**src/rtl/hdlc_tx_pkg.sv**
```systemverilog
package hdlc_tx_pkg;

    localparam int BYTE_W = 8;
    localparam int CRC_W  = 16;

    localparam logic [BYTE_W-1:0] FLAG_BYTE  = 8'h7E;
    localparam logic [BYTE_W-1:0] ABORT_BYTE = 8'hFF;
    localparam logic [CRC_W-1:0]  CRC_PRESET = 16'hFFFF;
    localparam logic [CRC_W-1:0]  CRC_POLY   = 16'h8408;

    localparam int STUFF_RUN = 5;

    typedef enum logic [2:0] {
        ST_IDLE,
        ST_DATA,
        ST_FCS_LO,
        ST_FCS_HI,
        ST_ABORT
    } tx_state_t;

    function automatic logic is_stuffed(input tx_state_t st);
        return (st == ST_DATA) || (st == ST_FCS_LO) || (st == ST_FCS_HI);
    endfunction

endpackage

```
**src/rtl/hdlc_tx_fifo.sv**
```systemverilog
module hdlc_tx_fifo #(
    parameter int DEPTH = 4,
    parameter int WIDTH = 9
) (
    input  logic             clk,
    input  logic             rst_n,
    input  logic             push_req,
    input  logic [WIDTH-1:0] din,
    input  logic             pop_req,
    output logic [WIDTH-1:0] dout,
    output logic             full,
    output logic             empty
);
    localparam int AW = (DEPTH > 1) ? $clog2(DEPTH) : 1;
    localparam int CW = $clog2(DEPTH + 1);
    localparam logic [AW-1:0] LAST_IDX = AW'(DEPTH - 1);

    logic [WIDTH-1:0] mem [DEPTH];
    logic [AW-1:0]    wp_q, rp_q;
    logic [CW-1:0]    cnt_q;
    logic             do_push, do_pop;

    assign full    = (cnt_q == CW'(DEPTH));
    assign empty   = (cnt_q == '0);
    assign do_push = push_req && !full;
    assign do_pop  = pop_req && !empty;
    assign dout    = mem[rp_q];

    always_ff @(posedge clk) begin
        if (do_push) begin
            mem[wp_q] <= din;
        end
    end

    always_ff @(posedge clk) begin
        if (!rst_n) begin
            wp_q  <= '0;
            rp_q  <= '0;
            cnt_q <= '0;
        end else begin
            if (do_push) begin
                wp_q <= (wp_q == LAST_IDX) ? '0 : wp_q + 1'b1;
            end
            if (do_pop) begin
                rp_q <= (rp_q == LAST_IDX) ? '0 : rp_q + 1'b1;
            end
            unique case ({do_push, do_pop})
                2'b10:   cnt_q <= cnt_q + 1'b1;
                2'b01:   cnt_q <= cnt_q - 1'b1;
                default: cnt_q <= cnt_q;
            endcase
        end
    end

endmodule

```
**src/rtl/hdlc_crc16.sv**
```systemverilog
module hdlc_crc16 #(
    parameter int               DW   = 8,
    parameter int               CW   = 16,
    parameter logic [CW-1:0]    POLY = 16'h8408
) (
    input  logic [CW-1:0] crc_in,
    input  logic [DW-1:0] data_in,
    output logic [CW-1:0] crc_out
);
    always_comb begin
        logic [CW-1:0] c;
        c = crc_in;
        for (int i = 0; i < DW; i++) begin
            if (c[0] ^ data_in[i]) begin
                c = (c >> 1) ^ POLY;
            end else begin
                c = c >> 1;
            end
        end
        crc_out = c;
    end

endmodule

```
**src/rtl/hdlc_tx_event.sv**
```systemverilog
module hdlc_tx_event (
    input  logic clk,
    input  logic rst_n,
    input  logic set_evt,
    input  logic rd_evt,
    output logic evt_q
);
    always_ff @(posedge clk) begin
        if (!rst_n) begin
            evt_q <= 1'b0;
        end else if (set_evt) begin
            evt_q <= 1'b1;
        end else if (rd_evt) begin
            evt_q <= 1'b0;
        end
    end

endmodule

```
**src/rtl/hdlc_tx_framer.sv**
```systemverilog
module hdlc_tx_framer
    import hdlc_tx_pkg::*;
#(
    parameter int FIFO_DEPTH = 4
) (
    input  logic              clk,
    input  logic              rst_n,
    input  logic              wr_en,
    input  logic [BYTE_W-1:0] wr_data,
    input  logic              wr_eom,
    output logic              tx_full,
    output logic              tx_empty,
    input  logic              evt_rd,
    output logic              evt_underrun,
    input  logic              bit_en,
    output logic              tx_bit
);
    localparam int ENTRY_W = BYTE_W + 1;
    localparam int CNT_W   = $clog2(BYTE_W);
    localparam int ONES_W  = $clog2(STUFF_RUN + 1);
    localparam logic [CNT_W-1:0]  LAST_BIT  = CNT_W'(BYTE_W - 1);
    localparam logic [ONES_W-1:0] RUN_LIMIT = ONES_W'(STUFF_RUN);

    tx_state_t           st_q, st_d;
    logic [BYTE_W-1:0]   sh_q, nxt_byte;
    logic [CNT_W-1:0]    cnt_q;
    logic [ONES_W-1:0]   ones_q;
    logic [CRC_W-1:0]    crc_q, crc_seed, crc_nxt;
    logic                eom_q;
    logic                line_q;
    logic                stuff_now;
    logic                byte_end;
    logic                fifo_pop;
    logic                uf_set;
    logic [ENTRY_W-1:0]  fifo_dout;

    hdlc_tx_fifo #(
        .DEPTH (FIFO_DEPTH),
        .WIDTH (ENTRY_W)
    ) u_fifo (
        .clk      (clk),
        .rst_n    (rst_n),
        .push_req (wr_en),
        .din      ({wr_eom, wr_data}),
        .pop_req  (fifo_pop),
        .dout     (fifo_dout),
        .full     (tx_full),
        .empty    (tx_empty)
    );

    assign crc_seed = (st_q == ST_IDLE) ? CRC_PRESET : crc_q;

    hdlc_crc16 #(
        .DW   (BYTE_W),
        .CW   (CRC_W),
        .POLY (CRC_POLY)
    ) u_crc (
        .crc_in  (crc_seed),
        .data_in (fifo_dout[BYTE_W-1:0]),
        .crc_out (crc_nxt)
    );

    hdlc_tx_event u_evt (
        .clk     (clk),
        .rst_n   (rst_n),
        .set_evt (uf_set),
        .rd_evt  (evt_rd),
        .evt_q   (evt_underrun)
    );

    // A stuffed zero takes a bit slot but does not consume a payload bit.
    assign stuff_now = (ones_q == RUN_LIMIT);
    assign byte_end  = bit_en && !stuff_now && (cnt_q == LAST_BIT);

    // State register.
    always_ff @(posedge clk) begin
        if (!rst_n) begin
            st_q <= ST_IDLE;
        end else begin
            st_q <= st_d;
        end
    end

    // Transitions, evaluated only on the last bit of a byte.
    always_comb begin
        st_d     = st_q;
        fifo_pop = 1'b0;
        uf_set   = 1'b0;
        if (byte_end) begin
            unique case (st_q)
                ST_IDLE: begin
                    if (!tx_empty) begin
                        st_d     = ST_DATA;
                        fifo_pop = 1'b1;
                    end
                end
                ST_DATA: begin
                    if (eom_q) begin
                        st_d = ST_FCS_LO;
                    end else if (!tx_empty) begin
                        fifo_pop = 1'b1;
                    end else begin
                        st_d   = ST_ABORT;
                        uf_set = 1'b1;
                    end
                end
                ST_FCS_LO: st_d = ST_FCS_HI;
                ST_FCS_HI: st_d = ST_IDLE;
                ST_ABORT:  st_d = ST_IDLE;
                default:   st_d = ST_IDLE;
            endcase
        end
    end

    // Byte loaded into the shifter for the state being entered.
    always_comb begin
        unique case (st_d)
            ST_DATA:   nxt_byte = fifo_dout[BYTE_W-1:0];
            ST_FCS_LO: nxt_byte = ~crc_q[BYTE_W-1:0];
            ST_FCS_HI: nxt_byte = ~crc_q[CRC_W-1:BYTE_W];
            ST_ABORT:  nxt_byte = ABORT_BYTE;
            default:   nxt_byte = FLAG_BYTE;
        endcase
    end

    // Output datapath: shifter, bit counter, run-of-ones counter, CRC.
    always_ff @(posedge clk) begin
        if (!rst_n) begin
            sh_q   <= FLAG_BYTE;
            cnt_q  <= '0;
            ones_q <= '0;
            line_q <= 1'b1;
            eom_q  <= 1'b0;
            crc_q  <= CRC_PRESET;
        end else if (bit_en) begin
            if (stuff_now) begin
                line_q <= 1'b0;
                ones_q <= '0;
            end else begin
                line_q <= sh_q[0];
                if (is_stuffed(st_q) && sh_q[0]) begin
                    ones_q <= ones_q + 1'b1;
                end else begin
                    ones_q <= '0;
                end
                if (cnt_q == LAST_BIT) begin
                    cnt_q <= '0;
                    sh_q  <= nxt_byte;
                    if (fifo_pop) begin
                        eom_q <= fifo_dout[ENTRY_W-1];
                        crc_q <= crc_nxt;
                    end
                end else begin
                    cnt_q <= cnt_q + 1'b1;
                    sh_q  <= sh_q >> 1;
                end
            end
        end
    end

    assign tx_bit = line_q;

endmodule

```
**config.mk**
```make
export PLATFORM = sky130hd
export DESIGN_NAME = hdlc_tx_framer
export DESIGN_NICKNAME = d
export VERILOG_FILES = /design/src/rtl/hdlc_tx_pkg.sv /design/src/rtl/hdlc_tx_fifo.sv /design/src/rtl/hdlc_crc16.sv /design/src/rtl/hdlc_tx_event.sv /design/src/rtl/hdlc_tx_framer.sv
export SDC_FILE = /design/constraint.sdc
export NUM_CORES = 1
export LEC_CHECK = 0
export BUFFER_PORTS_ARGS = -buffer_cell sky130_fd_sc_hd__buf_2
export CAP_MARGIN = 15
export CORE_MARGIN = 5
export CORE_UTILIZATION = 30
export DETAILED_ROUTE_END_ITERATION = 8
export PLACE_DENSITY_LB_ADDON = 0.08
export SETUP_SLACK_MARGIN = 0.2
export SLEW_MARGIN = 20
export SYNTH_ARGS = -nofsm -noshare
export SYNTH_HDL_FRONTEND = slang
export SYNTH_SLANG_ARGS = --single-unit
```
**constraint.sdc**
```tcl
create_clock -name clk -period 4.1 [get_ports clk]
set_input_delay 0.205 -clock clk [delete_from_list [all_inputs] [get_ports clk]]
set_output_delay 0.205 -clock clk [all_outputs]
set_load 0.01 [all_outputs]
```
==> metrics.txt, run 1 <==
IO buf count=17; starting density of the core=30.56%; Yosys top cell area share=between 20 and 30%; cell with the most instances after synthesis=dfxtp_1; synthesis-to-finish area growth=13.71%; vias post-DR=2535; GRT Total Usage=approximately an eighth; Resized cells post-CTS=0; Setup TNS=0 ps; CP Data Required Time=between 4000 and 5000 ps; critical path's slowest cell=ha_1; clk slew on worst S/H paths=60 ps; post-CTS setup buffer count=0; TritonRoute pass-1 iters=5; Mapped Nets=372; proportion of layout cells with a drive suffix above 1=14.05%; Cells after Synth=approximately 350; H-Tree Depth=3; reg2reg end=u_fifo.cnt_q[2]; DR WL/cell=15.48 µm; worst hold stages=1; CP delay by family, top=adder cells; Die Wd=123.2 µm; critical path startpoint category=register; Routed met2 length=3910 µm; DR WL met3=249 µm; met1 WL=between 3000 and 4000 µm; PD cells=around 400 mW/mm²; Root Buffer=clkbuf_16; Final #Nets=about 380; Routed WL=8282 µm; Tmin final=between 3000 and 4000 ps; io pins=18; Fin. Hold Viols=0; share of flip-flops with an asynchronous set or reset=0%; highest clock rate=324.3 MHz; Min-Delay Startpoint=wr_eom; Synth Cell Area=0.003841 mm²; DRT iter0 DRCs=between 100 and 150; max_cap viols=0; Synth area leaders=edfxtp_1, dfxtp_1, mux4_2, xnor2_1, o211ai_1; Synth area leader=edfxtp_1; die span in y=123.2 µm; clock skew=8.761 ps; Die Area=0.01517 mm²; post-synth cell types=55; vias per cell=4.738; delay of the slowest cell on the worst path=470 ps; initial antenna violation count=0; Worst setup EP type=register; # diodes=0; Reg2Reg Setup Slack=1020 ps; gp weighted congestion=0.7406; final core utilization=34.75%; clk sink count=81; Data arrival, critical path=3350 ps; largest net degree at the start of global routing=46; Hold Path Class=in -> reg; row count=41; CP max FO=15; worst vdd ir=306.0 µV; CTS Buffer Depth=2; mean post-synth cell area=about 11 µm²; Seq cells post-synth=81; Final ANT Viol Nets=0; most frequent CP cell=ha_1; Synth top cells by count=dfxtp_1, edfxtp_1, nand2_1; r2r startpoint=cnt_q[0]; Final Cycle Share=about three quarters; # DRC=0; RSZ-0062 raised after global routing=no; R2R cell count=12; vias in the first global route=2494; final setup fails=0; Max transition margin=45.91%; critical-path cell list=ha_1 -> ha_1 -> inv_1 -> nor2_1 -> nand3_1 -> clkinv_1 -> ha_1 -> inv_1 -> fa_1 -> xor2_1 -> or3_1 -> a21boi_0; Max Used Layer=met4; global-route wire length before repair=13780 µm; status=finished, final reports clean; Worst-Skew Late Latency=around 340 ps; Lkg Pwr=1.541 nW; register area share after synthesis=about half; synth warn=0; Core Area=between 0.01 and 0.015 mm²; fillers=1288; crit path buf inv count=3; CTS tree=built; Congestion Overflow GR=0; CP Class=reg -> reg; WHS Endpoint=u_fifo.mem[3][8]; max-slew violation count=0; post-DP HPWL=5516 µm; Least-Margin Pin Slew=811.4 ps; Post-synth EDFFs=36; CTS buffer count=9; Synth Flop Type=dfxtp_1; hold buffer count at cts=0
[worst max-delay path by stage]
| stage | startpoint | endpoint | slack [ps] | cells after the start |
|---|---|---|---|---|
| after global placement | cnt_q[0] | u_fifo.cnt_q[2] | 1120 | 12 |
| after detailed placement | cnt_q[0] | u_fifo.cnt_q[2] | 990 | 12 |
| after CTS | cnt_q[0] | u_fifo.cnt_q[2] | 1000 | 12 |
| after global routing | cnt_q[0] | u_fifo.cnt_q[2] | 720 | 12 |
| final | cnt_q[0] | u_fifo.cnt_q[2] | 1020 | 12 |
| after floorplan | ones_q[1] | u_fifo.cnt_q[2] | 1380 | 13 |
[sequential cells by signal (all words and copies together) (netlist names), 3 cells and up, named ones only]
register and flops:
u_fifo.mem 36, crc_q 16, sh_q 8, cnt_q 3
ones_q 3, st_q 3, u_fifo.cnt_q 3
[layer usage]
metal  global-route usage (%)  vias to the layer above
li1                         -                     1279
met5                        0                        -
met4                    5.398                        0
met2                    19.10                       32
met3                    3.751                       11
met1                    15.77                     1213
[cell type report]
cell class | instances | area [µm²] | area share (%)
Clock inverter | 4 | 33.78 | 0.7734
Timing Repair Buffer | 19 | 100.1 | 2.292
Sequential cell | 81 | 1982 | 45.37
Clock buffer | 12 | 267.8 | 6.130
Multi-Input combinational cell | 234 | 1720 | 39.39
Tap cell | 172 | 215.2 | 4.927
Inverter | 13 | 48.80 | 1.117
[cell families after synthesis]
family	Yosys count	share of synthesized area, %
muxes	14	6.612
DFF	81	51.60
xor gates and xnor gates	30	7.036
and+or+nand+nor	103	13.26
buffers and inverters	32	3.615
AOI/OAI and AO/OA	76	14.10
adders and majority gates	11	3.779
[cell usage in the layout (no fill, tap or decap), types with 7 or more instances in the layout]
cell type  instances
a21oi_1           12
and2_1             9
buf_2             17
clkbuf_16         10
dfxtp_1           45
edfxtp_1          36
ha_1              10
inv_1             12
mux4_2             9
nand2_1           34
nor2_1            22
nor2b_1            8
o211ai_1          19
o21ai_0           13
xnor2_1           22
xor2_1             7
[where the power goes]
group | internal (mW) | total (mW) | switching [mW]
Combinational | 0.0494 | 0.120 | 0.0710
Clock | 0.468 | 0.801 | 0.333
Sequential | 0.869 | 0.879 | 0.0103
[per-stage QoR]
stage | power (mW) | setup WS, ps | cells | hold WS, ps | area, µm²
2_1_floorplan | 0.9813 | 1384 | 347 | 303.9 | 3841
3_3_place_gp | 1.021 | 1122 | 519 | 425.0 | 4066
3_5_place_dp | 1.020 | 992.2 | 519 | 420.2 | 4066
4_1_cts | 1.837 | 995.3 | 535 | 56.58 | 4368
5_1_grt | 1.886 | 717.0 | 535 | 51.97 | 4368
6_report | 1.800 | 1017 | 535 | 76.28 | 4368
(Power assumes the default switching activity.)
==> inputs of run 2 (changes only) <==
ABC_AREA = 1   (was default)
clock period = 2.58 ns   (was 4.1 ns; I/O delays follow)
==> metrics.txt, run 2 <==
Hold Path Class=in -> reg; mean post-synth cell area=8.607 µm² (-22%); register area share after synthesis=49.62% (-2.0 points); Congestion Overflow GR=0 (unchanged); clk slew on worst S/H paths=60 ps (about the same); hold_ws=13.46 ps (-62.83 ps); clock skew=8.944 ps (+0.1826 ps); Final #Nets=520 (+36%); # DRC=0 (unchanged); Seq cells post-synth=81 (unchanged); total chip power=2.854 mW (+59%); DRT iter0 DRCs=130 (+8.3%); IO buf count=17 (unchanged); max-slew violation count=0 (unchanged); io pins=18 (unchanged); CP Data Required Time=2800 ps (-1570 ps); die span in y=125.4 µm (+1.8%); most common cell after layout, fill and taps aside=nand2_1; global-route wire length before repair=15310 µm (+11%); PD cells=614.5 mW/mm² (+49%); highest clock rate=454.5 MHz (+40%); GR Util met2=20.12% (+1.0 points); Least-Margin Pin Slew=997.9 ps (+186.6 ps); max reg flops=36 (unchanged); Synth top cells by count=nand2_1, dfxtp_1, nor2_1; Synth area leaders=edfxtp_1, dfxtp_1, nand2_1, nand3_1, o21ai_0; critical path startpoint category=register; Die Wd=125.4 µm (+1.8%); Cells after Synth=464 (+34%); row count=42 (+2.4%); proportion of layout cells with a drive suffix above 1=14.60% (+0.55 points); DR WL/cell=13.84 µm (-11%); cell with the most instances after synthesis=nand2_1; Final Cycle Share=85.27% (+10 points); commonest non-fill, non-tap cells in the layout=nand2_1, nor2_1, dfxtp_1; # diodes=0 (unchanged); Synth Flop Type=dfxtp_1; Setup TNS=0 ps (unchanged); CP Class=reg -> reg; CTS Buffer Depth=2 (unchanged); CTS buffer count=9 (unchanged); GR Util met1=16.32% (+0.55 points); clk sink count=81 (unchanged); met3 Resource Use GR=2.303% (-1.4 points); Tmin final=2200 ps (-883.4 ps); Largest Register=u_fifo.mem; share of flip-flops with an asynchronous set or reset=0% (unchanged); Die Area=0.01572 mm² (+3.6%); Root Buffer=clkbuf_16; post-DP HPWL=6511 µm (+18%); Final WS setup=380.0 ps (-636.6 ps); Mapped Nets=489 (+31%); H-Tree Depth=3 (unchanged); Routed WL=9354 µm (+13%); Most Used Layer, Global Route=met2; fillers=1397 (+8.5%); worst vdd ir=368.7 µV (+21%); Worst setup EP type=register; Final ANT Viol Nets=0 (unchanged); Synth area leader=edfxtp_1; post-synth cell types=40 (-27%); largest net degree at the start of global routing=32 (-30%); initial antenna violation count=0 (unchanged); final setup fails=0 (unchanged); final core utilization=35.35% (+0.60 points); GRT Total Usage=12.55% (+0.27 points); dpl ws=270.9 ps (-721.3 ps); synth warn=0 (unchanged); vias post-DR=3063 (+21%); gp weighted congestion=0.7967 (+7.6%); vias in the first global route=2987 (+20%); Lkg Pwr=1.879 nW (+22%); biggest regs=u_fifo.mem (36), crc_q (16), sh_q (8); starting density of the core=30.40% (-0.16 points); RSZ-0062 raised after global routing=no; status=finished, final reports clean; Fin. Hold Viols=0 (unchanged); vias per cell=4.531 (-4.4%); Core Area=0.01314 mm² (+4.5%); Max transition margin=33.06% (-13 points); CTS tree=built; Data arrival, critical path=2420 ps (-930 ps); TritonRoute pass-1 iters=4 (-1); Post-synth EDFFs=36 (unchanged); CP max FO=6 (-9); Worst-Skew Late Latency=340 ps (about the same); Synth Cell Area=0.003994 mm² (+4.0%); max_cap viols=0 (unchanged); synthesis-to-finish area growth=16.29%; Yosys top cell area share=27.07% (-1.1 points)
## run 2: power breakdown
part           switching (mW)  total (mW)  internal, mW
sequential             0.0163        1.40          1.39
clock                   0.489        1.23         0.738
combinational           0.143       0.223        0.0798
total                   0.648        2.85          2.21
## run 2: cell families after synthesis
logic type / synth area share (%)
and+or+nand+nor: 21.93
adders and majority gates: 3.634
xor gates and xnor gates: 4.887
DFF: 49.62
buffers and inverters: 7.080
AOI/OAI and AO/OA: 12.84
## run 2: metrics by stage
step                      cell area [µm²]  instances
after floorplan                      4001        464
after global placement               4298        654
after detailed placement             4298        654
after CTS                            4627        675
after global routing                 4644        676
final                                4644        676
## run 2: path summary, 6_finish.rpt
check / end / slack [ps] / depth (start not counted) / startpoint
min: u_fifo.mem[0][1] / 10 / 1 / wr_data[1]
max reg2reg: u_fifo.cnt_q[2] / 380 / 13 / cnt_q[0]
min reg2reg: u_fifo.cnt_q[0] / 440 / 1 / u_fifo.cnt_q[0]
max: u_fifo.cnt_q[2] / 380 / 13 / cnt_q[0]
## run 2: layout make-up
cell class / instances / area [µm²] / share of cell area (%)
Clock inverter: 5 / 46.29 / 0.9968
Inverter: 50 / 196.4 / 4.230
Clock buffer: 11 / 232.7 / 5.011
Tap cell: 176 / 220.2 / 4.741
Sequential cell: 81 / 1982 / 42.67
Timing Repair Buffer: 34 / 225.2 / 4.849
Multi-Input combinational cell: 319 / 1742 / 37.50
## run 2: layer usage
layer	vias up	wire length [µm]
li1	1600	-
met5	-	0
met4	0	199
met1	1405	4584
met2	44	4334
met3	14	236
## run 2: worst max-delay path: stages, from the launching register on
cell	delay (ps)
dfxtp_1	340
ha_1	160
ha_2	200
nand3_4	120
inv_4	70
nand2_2	50
inv_1	90
ha_1	150
inv_1	70
fa_1	380
a21oi_1	150
o21ai_1	100
o21ai_1	150
a21oi_1	60
## run 2: repair_timing
action	in CTS	in global routing
hold buffers	5	0
setup buffers	0	1
setup endpoints to repair	0	1
gates resized for setup	0	4
hold endpoints to repair	20	0
